==> config.mk <==
export PLATFORM = sky130hd
export DESIGN_NAME = wsm_core
export DESIGN_NICKNAME = d
export VERILOG_FILES = /design/src/rtl/wsm_pkg.sv /design/src/rtl/wsm_trap_gen.sv /design/src/rtl/wsm_cwp_unit.sv /design/src/rtl/wsm_counter_step.sv /design/src/rtl/wsm_core.sv
export SDC_FILE = /design/constraint.sdc
export NUM_CORES = 1
export LEC_CHECK = 0
export BUFFER_PORTS_ARGS = -buffer_cell sky130_fd_sc_hd__buf_4
export CAP_MARGIN = 25
export CORE_UTILIZATION = 30
export DETAILED_ROUTE_END_ITERATION = 8
export MAX_ROUTING_LAYER = met4
export PLACE_DENSITY_LB_ADDON = 0.3
export SETUP_SLACK_MARGIN = 0.15
export SLEW_MARGIN = 20
export SYNTH_ARGS = -nofsm -noshare
export SYNTH_HDL_FRONTEND = slang
export SYNTH_SLANG_ARGS = --single-unit
==> constraint.sdc <==
create_clock -name clk -period 2.53 [get_ports clk]
set_input_delay 0.253 -clock clk [delete_from_list [all_inputs] [get_ports clk]]
set_output_delay 0.253 -clock clk [all_outputs]
set_load 0.03 [all_outputs]
==> src/rtl/wsm_pkg.sv <==
package wsm_pkg;

    typedef enum logic [2:0] {
        OP_SAVE     = 3'd0,
        OP_RESTORE  = 3'd1,
        OP_FLUSHW   = 3'd2,
        OP_SAVED    = 3'd3,
        OP_RESTORED = 3'd4,
        OP_SETPTR   = 3'd5,
        OP_LOAD     = 3'd6,
        OP_NONE     = 3'd7
    } wsm_op_e;

    localparam int unsigned CODE_W = 9;

    localparam logic [CODE_W-1:0] CODE_SPILL = 9'h080;
    localparam logic [CODE_W-1:0] CODE_FILL  = 9'h0C0;
    localparam logic [CODE_W-1:0] CODE_OTHER = 9'h020;
    localparam logic [CODE_W-1:0] CODE_CLEAN = 9'h024;

endpackage

==> src/rtl/wsm_trap_gen.sv <==
module wsm_trap_gen
    import wsm_pkg::*;
(
    input  logic              is_fill,
    input  logic              other_nz,
    input  logic [5:0]        wstate,
    output logic [CODE_W-1:0] code
);

    logic [CODE_W-1:0] base;
    logic [CODE_W-1:0] field;

    always_comb begin
        base = is_fill ? CODE_FILL : CODE_SPILL;
        if (other_nz) begin
            field = CODE_OTHER | {4'b0, wstate[5:3], 2'b00};
        end else begin
            field = {4'b0, wstate[2:0], 2'b00};
        end
        code = base | field;
    end

endmodule

==> src/rtl/wsm_cwp_unit.sv <==
module wsm_cwp_unit #(
    parameter  int NWIN = 8,
    localparam int CW   = $clog2(NWIN)
) (
    input  logic [CW-1:0] cwp,
    input  logic [7:0]    set_ptr_val,
    output logic [CW-1:0] cwp_inc,
    output logic [CW-1:0] cwp_dec,
    output logic [CW-1:0] cwp_from_arch,
    output logic [CW-1:0] arch_cwp
);

    localparam logic [CW-1:0] LAST = CW'(NWIN - 1);

    generate
        if (NWIN == (1 << CW)) begin : g_pow2
            assign cwp_inc = cwp + 1'b1;
            assign cwp_dec = cwp - 1'b1;
        end else begin : g_cmp
            assign cwp_inc = (cwp == LAST) ? '0 : cwp + 1'b1;
            assign cwp_dec = (cwp == '0) ? LAST : cwp - 1'b1;
        end
    endgenerate

    logic [CW-1:0] wr_mod;

    assign wr_mod        = CW'(32'(set_ptr_val) % NWIN);
    assign cwp_from_arch = LAST - wr_mod;
    assign arch_cwp      = LAST - cwp;

endmodule

==> src/rtl/wsm_counter_step.sv <==
module wsm_counter_step #(
    parameter  int NWIN = 8,
    localparam int CW   = $clog2(NWIN)
) (
    input  logic [CW-1:0] cansave,
    input  logic [CW-1:0] canrestore,
    input  logic [CW-1:0] otherwin,
    input  logic [CW-1:0] cleanwin,
    output logic          spill_hit,
    output logic          clean_hit,
    output logic          fill_hit,
    output logic          flush_hit,
    output logic [CW-1:0] saved_cansave,
    output logic [CW-1:0] saved_canrestore,
    output logic [CW-1:0] saved_otherwin,
    output logic [CW-1:0] rstd_cansave,
    output logic [CW-1:0] rstd_canrestore,
    output logic [CW-1:0] rstd_otherwin,
    output logic [CW-1:0] rstd_cleanwin
);

    localparam logic [CW-1:0] CLEAN_MAX = CW'(NWIN - 1);
    localparam logic [CW-1:0] FLUSH_OK  = CW'(NWIN - 2);

    logic other_zero;
    logic [CW-1:0] clean_gap;

    assign other_zero = (otherwin == '0);
    assign clean_gap  = cleanwin - canrestore;

    assign spill_hit = (cansave == '0);
    assign clean_hit = !spill_hit && (clean_gap == '0);
    assign fill_hit  = (canrestore == '0);
    assign flush_hit = (cansave != FLUSH_OK);

    always_comb begin
        saved_cansave    = cansave + 1'b1;
        saved_canrestore = canrestore;
        saved_otherwin   = otherwin;
        if (other_zero) begin
            saved_canrestore = canrestore - 1'b1;
        end else begin
            saved_otherwin = otherwin - 1'b1;
        end
    end

    always_comb begin
        rstd_canrestore = canrestore + 1'b1;
        rstd_cleanwin   = (cleanwin < CLEAN_MAX) ? cleanwin + 1'b1 : cleanwin;
        rstd_cansave    = cansave;
        rstd_otherwin   = otherwin;
        if (other_zero) begin
            rstd_cansave = cansave - 1'b1;
        end else begin
            rstd_otherwin = otherwin - 1'b1;
        end
    end

endmodule

==> src/rtl/wsm_core.sv <==
module wsm_core
    import wsm_pkg::*;
#(
    parameter  int NWIN = 8,
    localparam int CW   = $clog2(NWIN)
) (
    input  logic              clk,
    input  logic              rst_n,
    input  logic              cmd_valid,
    input  logic [2:0]        cmd_op,
    input  logic [7:0]        set_ptr_val,
    input  logic [CW-1:0]     ld_cansave,
    input  logic [CW-1:0]     ld_canrestore,
    input  logic [CW-1:0]     ld_otherwin,
    input  logic [CW-1:0]     ld_cleanwin,
    input  logic [5:0]        ld_wstate,
    output logic [CW-1:0]     cansave,
    output logic [CW-1:0]     canrestore,
    output logic [CW-1:0]     otherwin,
    output logic [CW-1:0]     cleanwin,
    output logic [5:0]        wstate,
    output logic [CW-1:0]     cwp,
    output logic [CW-1:0]     arch_cwp,
    output logic              trap_valid,
    output logic [CODE_W-1:0] trap_code
);

    typedef struct packed {
        logic [CW-1:0]     cansave;
        logic [CW-1:0]     canrestore;
        logic [CW-1:0]     otherwin;
        logic [CW-1:0]     cleanwin;
        logic [5:0]        wstate;
        logic [CW-1:0]     cwp;
        logic              trap;
        logic [CODE_W-1:0] code;
    } wsm_state_t;

    wsm_state_t st_d, st_q;

    wsm_op_e op;
    assign op = wsm_op_e'(cmd_op);

    logic          spill_hit, clean_hit, fill_hit, flush_hit;
    logic [CW-1:0] sv_cs, sv_cr, sv_ow;
    logic [CW-1:0] rs_cs, rs_cr, rs_ow, rs_cw;
    logic [CW-1:0] cwp_inc, cwp_dec, cwp_from_arch;
    logic [CODE_W-1:0] spill_code, fill_code;

    wsm_counter_step #(.NWIN(NWIN)) u_step (
        .cansave          (st_q.cansave),
        .canrestore       (st_q.canrestore),
        .otherwin         (st_q.otherwin),
        .cleanwin         (st_q.cleanwin),
        .spill_hit        (spill_hit),
        .clean_hit        (clean_hit),
        .fill_hit         (fill_hit),
        .flush_hit        (flush_hit),
        .saved_cansave    (sv_cs),
        .saved_canrestore (sv_cr),
        .saved_otherwin   (sv_ow),
        .rstd_cansave     (rs_cs),
        .rstd_canrestore  (rs_cr),
        .rstd_otherwin    (rs_ow),
        .rstd_cleanwin    (rs_cw)
    );

    wsm_cwp_unit #(.NWIN(NWIN)) u_ptr (
        .cwp           (st_q.cwp),
        .set_ptr_val   (set_ptr_val),
        .cwp_inc       (cwp_inc),
        .cwp_dec       (cwp_dec),
        .cwp_from_arch (cwp_from_arch),
        .arch_cwp      (arch_cwp)
    );

    wsm_trap_gen u_spill (
        .is_fill  (1'b0),
        .other_nz (st_q.otherwin != '0),
        .wstate   (st_q.wstate),
        .code     (spill_code)
    );

    wsm_trap_gen u_fill (
        .is_fill  (1'b1),
        .other_nz (st_q.otherwin != '0),
        .wstate   (st_q.wstate),
        .code     (fill_code)
    );

    always_comb begin
        st_d      = st_q;
        st_d.trap = 1'b0;
        st_d.code = '0;
        if (cmd_valid) begin
            unique case (op)
                OP_SAVE: begin
                    if (spill_hit) begin
                        st_d.trap = 1'b1;
                        st_d.code = spill_code;
                    end else if (clean_hit) begin
                        st_d.trap = 1'b1;
                        st_d.code = CODE_CLEAN;
                    end else begin
                        st_d.cansave    = st_q.cansave - 1'b1;
                        st_d.canrestore = st_q.canrestore + 1'b1;
                        st_d.cwp        = cwp_dec;
                    end
                end
                OP_RESTORE: begin
                    if (fill_hit) begin
                        st_d.trap = 1'b1;
                        st_d.code = fill_code;
                    end else begin
                        st_d.cansave    = st_q.cansave + 1'b1;
                        st_d.canrestore = st_q.canrestore - 1'b1;
                        st_d.cwp        = cwp_inc;
                    end
                end
                OP_FLUSHW: begin
                    if (flush_hit) begin
                        st_d.trap = 1'b1;
                        st_d.code = spill_code;
                    end
                end
                OP_SAVED: begin
                    st_d.cansave    = sv_cs;
                    st_d.canrestore = sv_cr;
                    st_d.otherwin   = sv_ow;
                end
                OP_RESTORED: begin
                    st_d.cansave    = rs_cs;
                    st_d.canrestore = rs_cr;
                    st_d.otherwin   = rs_ow;
                    st_d.cleanwin   = rs_cw;
                end
                OP_SETPTR: begin
                    st_d.cwp = cwp_from_arch;
                end
                OP_LOAD: begin
                    st_d.cansave    = ld_cansave;
                    st_d.canrestore = ld_canrestore;
                    st_d.otherwin   = ld_otherwin;
                    st_d.cleanwin   = ld_cleanwin;
                    st_d.wstate     = ld_wstate;
                end
                default: begin
                end
            endcase
        end
    end

    always_ff @(posedge clk) begin
        if (!rst_n) begin
            st_q.cansave    <= CW'(NWIN - 2);
            st_q.canrestore <= '0;
            st_q.otherwin   <= '0;
            st_q.cleanwin   <= CW'(NWIN - 1);
            st_q.wstate     <= '0;
            st_q.cwp        <= '0;
            st_q.trap       <= 1'b0;
            st_q.code       <= '0;
        end else begin
            st_q <= st_d;
        end
    end

    assign cansave    = st_q.cansave;
    assign canrestore = st_q.canrestore;
    assign otherwin   = st_q.otherwin;
    assign cleanwin   = st_q.cleanwin;
    assign wstate     = st_q.wstate;
    assign cwp        = st_q.cwp;
    assign trap_valid = st_q.trap;
    assign trap_code  = st_q.code;

endmodule

==> reports/metrics.cfg <==
[drt]
vias = 1647
drtPass1Iterations = 4
drtIter0Drc = 63
routedWlPerCell_um = 13.2
ant_nets = 0
viasPerCell = 4.95
wl_mm = 4.39
drcViolationCount = 0

[clock_network]
postCtsHoldBufs = 0
post-cts-setup-buffer-count = 0
clk_latency_ns = 0.28
cts_buffer_depth = 2
clock_sinks = 28
root_buffer = clkbuf_8
clkSlewWorstSetupHoldPaths_ns = 0.10
htreeDepth = 1
cts_made_buffers = 3
cts_tree = built
cts_resized = 0

[synth]
synth_cell_types = 48
avgSynthCellArea_um2 = 8.08
synth_cells = 208
synth_edf_count = 0
ys.flop_type = dfxtp_1
ys_seq_elements = 28
yosys_warnings = 0
async_flop_share_pct = 0
ys_seq_area_share_pct = 33.4
synth_area_um2 = 1680

[floorplanning]
rows = 26
die_h_um = 76.8
start_util_pct = 32.1
io_pins = 66
core_um2 = 5240
die_w_um = 76.8
dieArea_um2 = 5900

[timing]
timing.fmax_mhz = 458
finalCritPeriodShare_pct = 86.3
final.setup_skew_ns = 0.00202
finalHoldViolations = 0
timing.final.ws_setup_ns = 0.347
slew_headroom_pct = 64.6
min_period_ns = 2.18
drv_slew = 0
worstMarginPinSlew_ns = 0.531
setup-tns-final_ns = 0
rsz0062_at_grt = no
setup_viol_count_final = 0

[min_path]
min_path_type = in -> reg
holdCritStartpoint = ld_wstate[1]
worst_hold_path.num_cells = 3
worstHoldEndpoint = wstate[1]

[final_layout]
final_layout_size_suffix_gt1_share_pct = 27.8
final_util_pct = 42.7
finalNetCount = 305
nFillCells = 543
syn2layout_area_growth_pct = 33.1
final_cell_mix = buf_4 (60), dfxtp_1 (28), nand2_1 (24), a21oi_1 (20), inv_1 (17)
seq_area_um2 = 561
n_antenna_cell = 0
multiInputGateArea_um2 = 1000
final_common_cell = buf_4

[power]
powerDensity_nw_per_um2 = 518
irDropWorstVdd_mv = 0.264
p_total_w = 0.00116
p_leak_nw = 0.967

[global_routing]
antenna_found_initial = 0
grt_pass1_vias = 1544
grt_usage_pct = 15.6
grt_overflow = 0
grt_pass1_wl_mm = 7.32
grt_max_degree = 21

[worst_setup_path]
worst-path-max-fanout = 8
worstReg2RegEnd = cansave[1]
r2r_slack_ns = 0.35
reg2reg_depth = 7
setup.worst_path.class = reg -> reg
r2r-start = canrestore[1]
critical_path_arrival_ns = 2.36
slowest_delay_ns = 0.43
required_ns = 2.71
slowest_stage = dfxtp_1
end_kind = flop
timing.critical_path.cells = inv_1 -> ha_1 -> nand2_1 -> or3_1 -> a32oi_2 -> nor2_1 -> a211o_1
critPathLaunchType = flop

[placement]
place.gp.congestion = 0.808
dp_hpwl_mm = 3.36
pre_cts_ws_ns = 0.358
io_buffers = 57

[outcome]
status = complete, no violations

[flow_run]
maxCapViolCount = 0

[report_power, final]
part           switching (W)  internal (W)
clock               0.000150      0.000212
sequential         0.0000254      0.000462
combinational       0.000180      0.000131
total               0.000355      0.000805
[synth_stat cells, drive strengths merged (2+ instances only)]
library cell	instances	share of area [%]
o21a	3	1.3
a211o	3	1.6
a21oi	20	6.0
o21ai	10	3.0
nand4	3	1.1
nor2	15	3.4
o311ai	3	1.6
clkbuf	7	1.6
nor2b	2	0.89
dfxtp	28	33
nand2	24	5.4
nand3	12	3.6
nand2b	3	1.3
fa	3	3.6
a31oi	4	2.4
nor3	5	1.5
xnor2	2	1.0
ha	6	4.5
buf	4	2.0
mux2i	5	3.0
xor2	2	1.0
o31ai	3	1.3
inv	17	3.8
a2111oi	2	1.0
or3	5	2.5
[state kept, by name (all words and copies together) (netlist names)]
register	count
cwp	3
otherwin	3
cansave	3
trap_valid	1
canrestore	3
wstate	6
cleanwin	3
trap_code	6
[per-stage QoR]
step	cell area (um^2)	std cells	hold WS [ns]
4_1_cts	2240	333	0.221
2_1_floorplan	1690	210	0.391
5_1_grt	2240	333	0.214
6_report	2240	333	0.224
3_3_place_gp	2170	329	0.462
3_5_place_dp	2170	329	0.468
[logic make-up after synthesis]
group | synth area share (%)
xor+xnor | 2.09
other cells | 0.223
mux | 2.98
fa+ha+maj | 8.04
buf+inv | 7.37
compound gates | 24.2
simple gates | 21.7
flops | 33.4
[per-layer routing]
| layer | wire, um | vias up | share of wire [%] | global-route usage, % |
|---|---|---|---|---|
| li1 | - | 850 | - | - |
| met1 | 2120 | 746 | 48 | 19.8 |
| met2 | 2010 | 45 | 46 | 26.0 |
| met3 | 197 | 6 | 4.5 | 2.02 |
| met4 | 61 | 0 | 1.4 | 4.04 |
| met5 | 0 | - | 0 | - |
[how the worst max path moves through the flow]
stage	start	end	slack (ns)
after floorplan	cleanwin[0]	cansave[1]	0.30
after global placement	canrestore[1]	cansave[1]	0.38
after detailed placement	canrestore[1]	cansave[1]	0.36
after CTS	canrestore[1]	cansave[1]	0.34
after global routing	canrestore[1]	cansave[1]	0.18
final	canrestore[1]	cansave[1]	0.35
[worst max-delay path: cells and delay by family (launching register included)]
family,cells,cell delay (ns)
AND/OR/NAND/NOR,3,0.62
adder cells (fa/ha/maj),1,0.30
AO/OA/AOI/OAI,2,0.67
flip-flops,1,0.43
buffers and inverters,1,0.07
[area by class of cell]
type                       count  area share, %
multi-input combinational    154           44.9
sequential                    28           25.1
timing repair buffer          60           20.1
tap                           70           3.91
inverter                      17           2.85
clock buffer                   3           1.85
clock inverter                 1           1.34
Power figures use the tool's default switching activity.
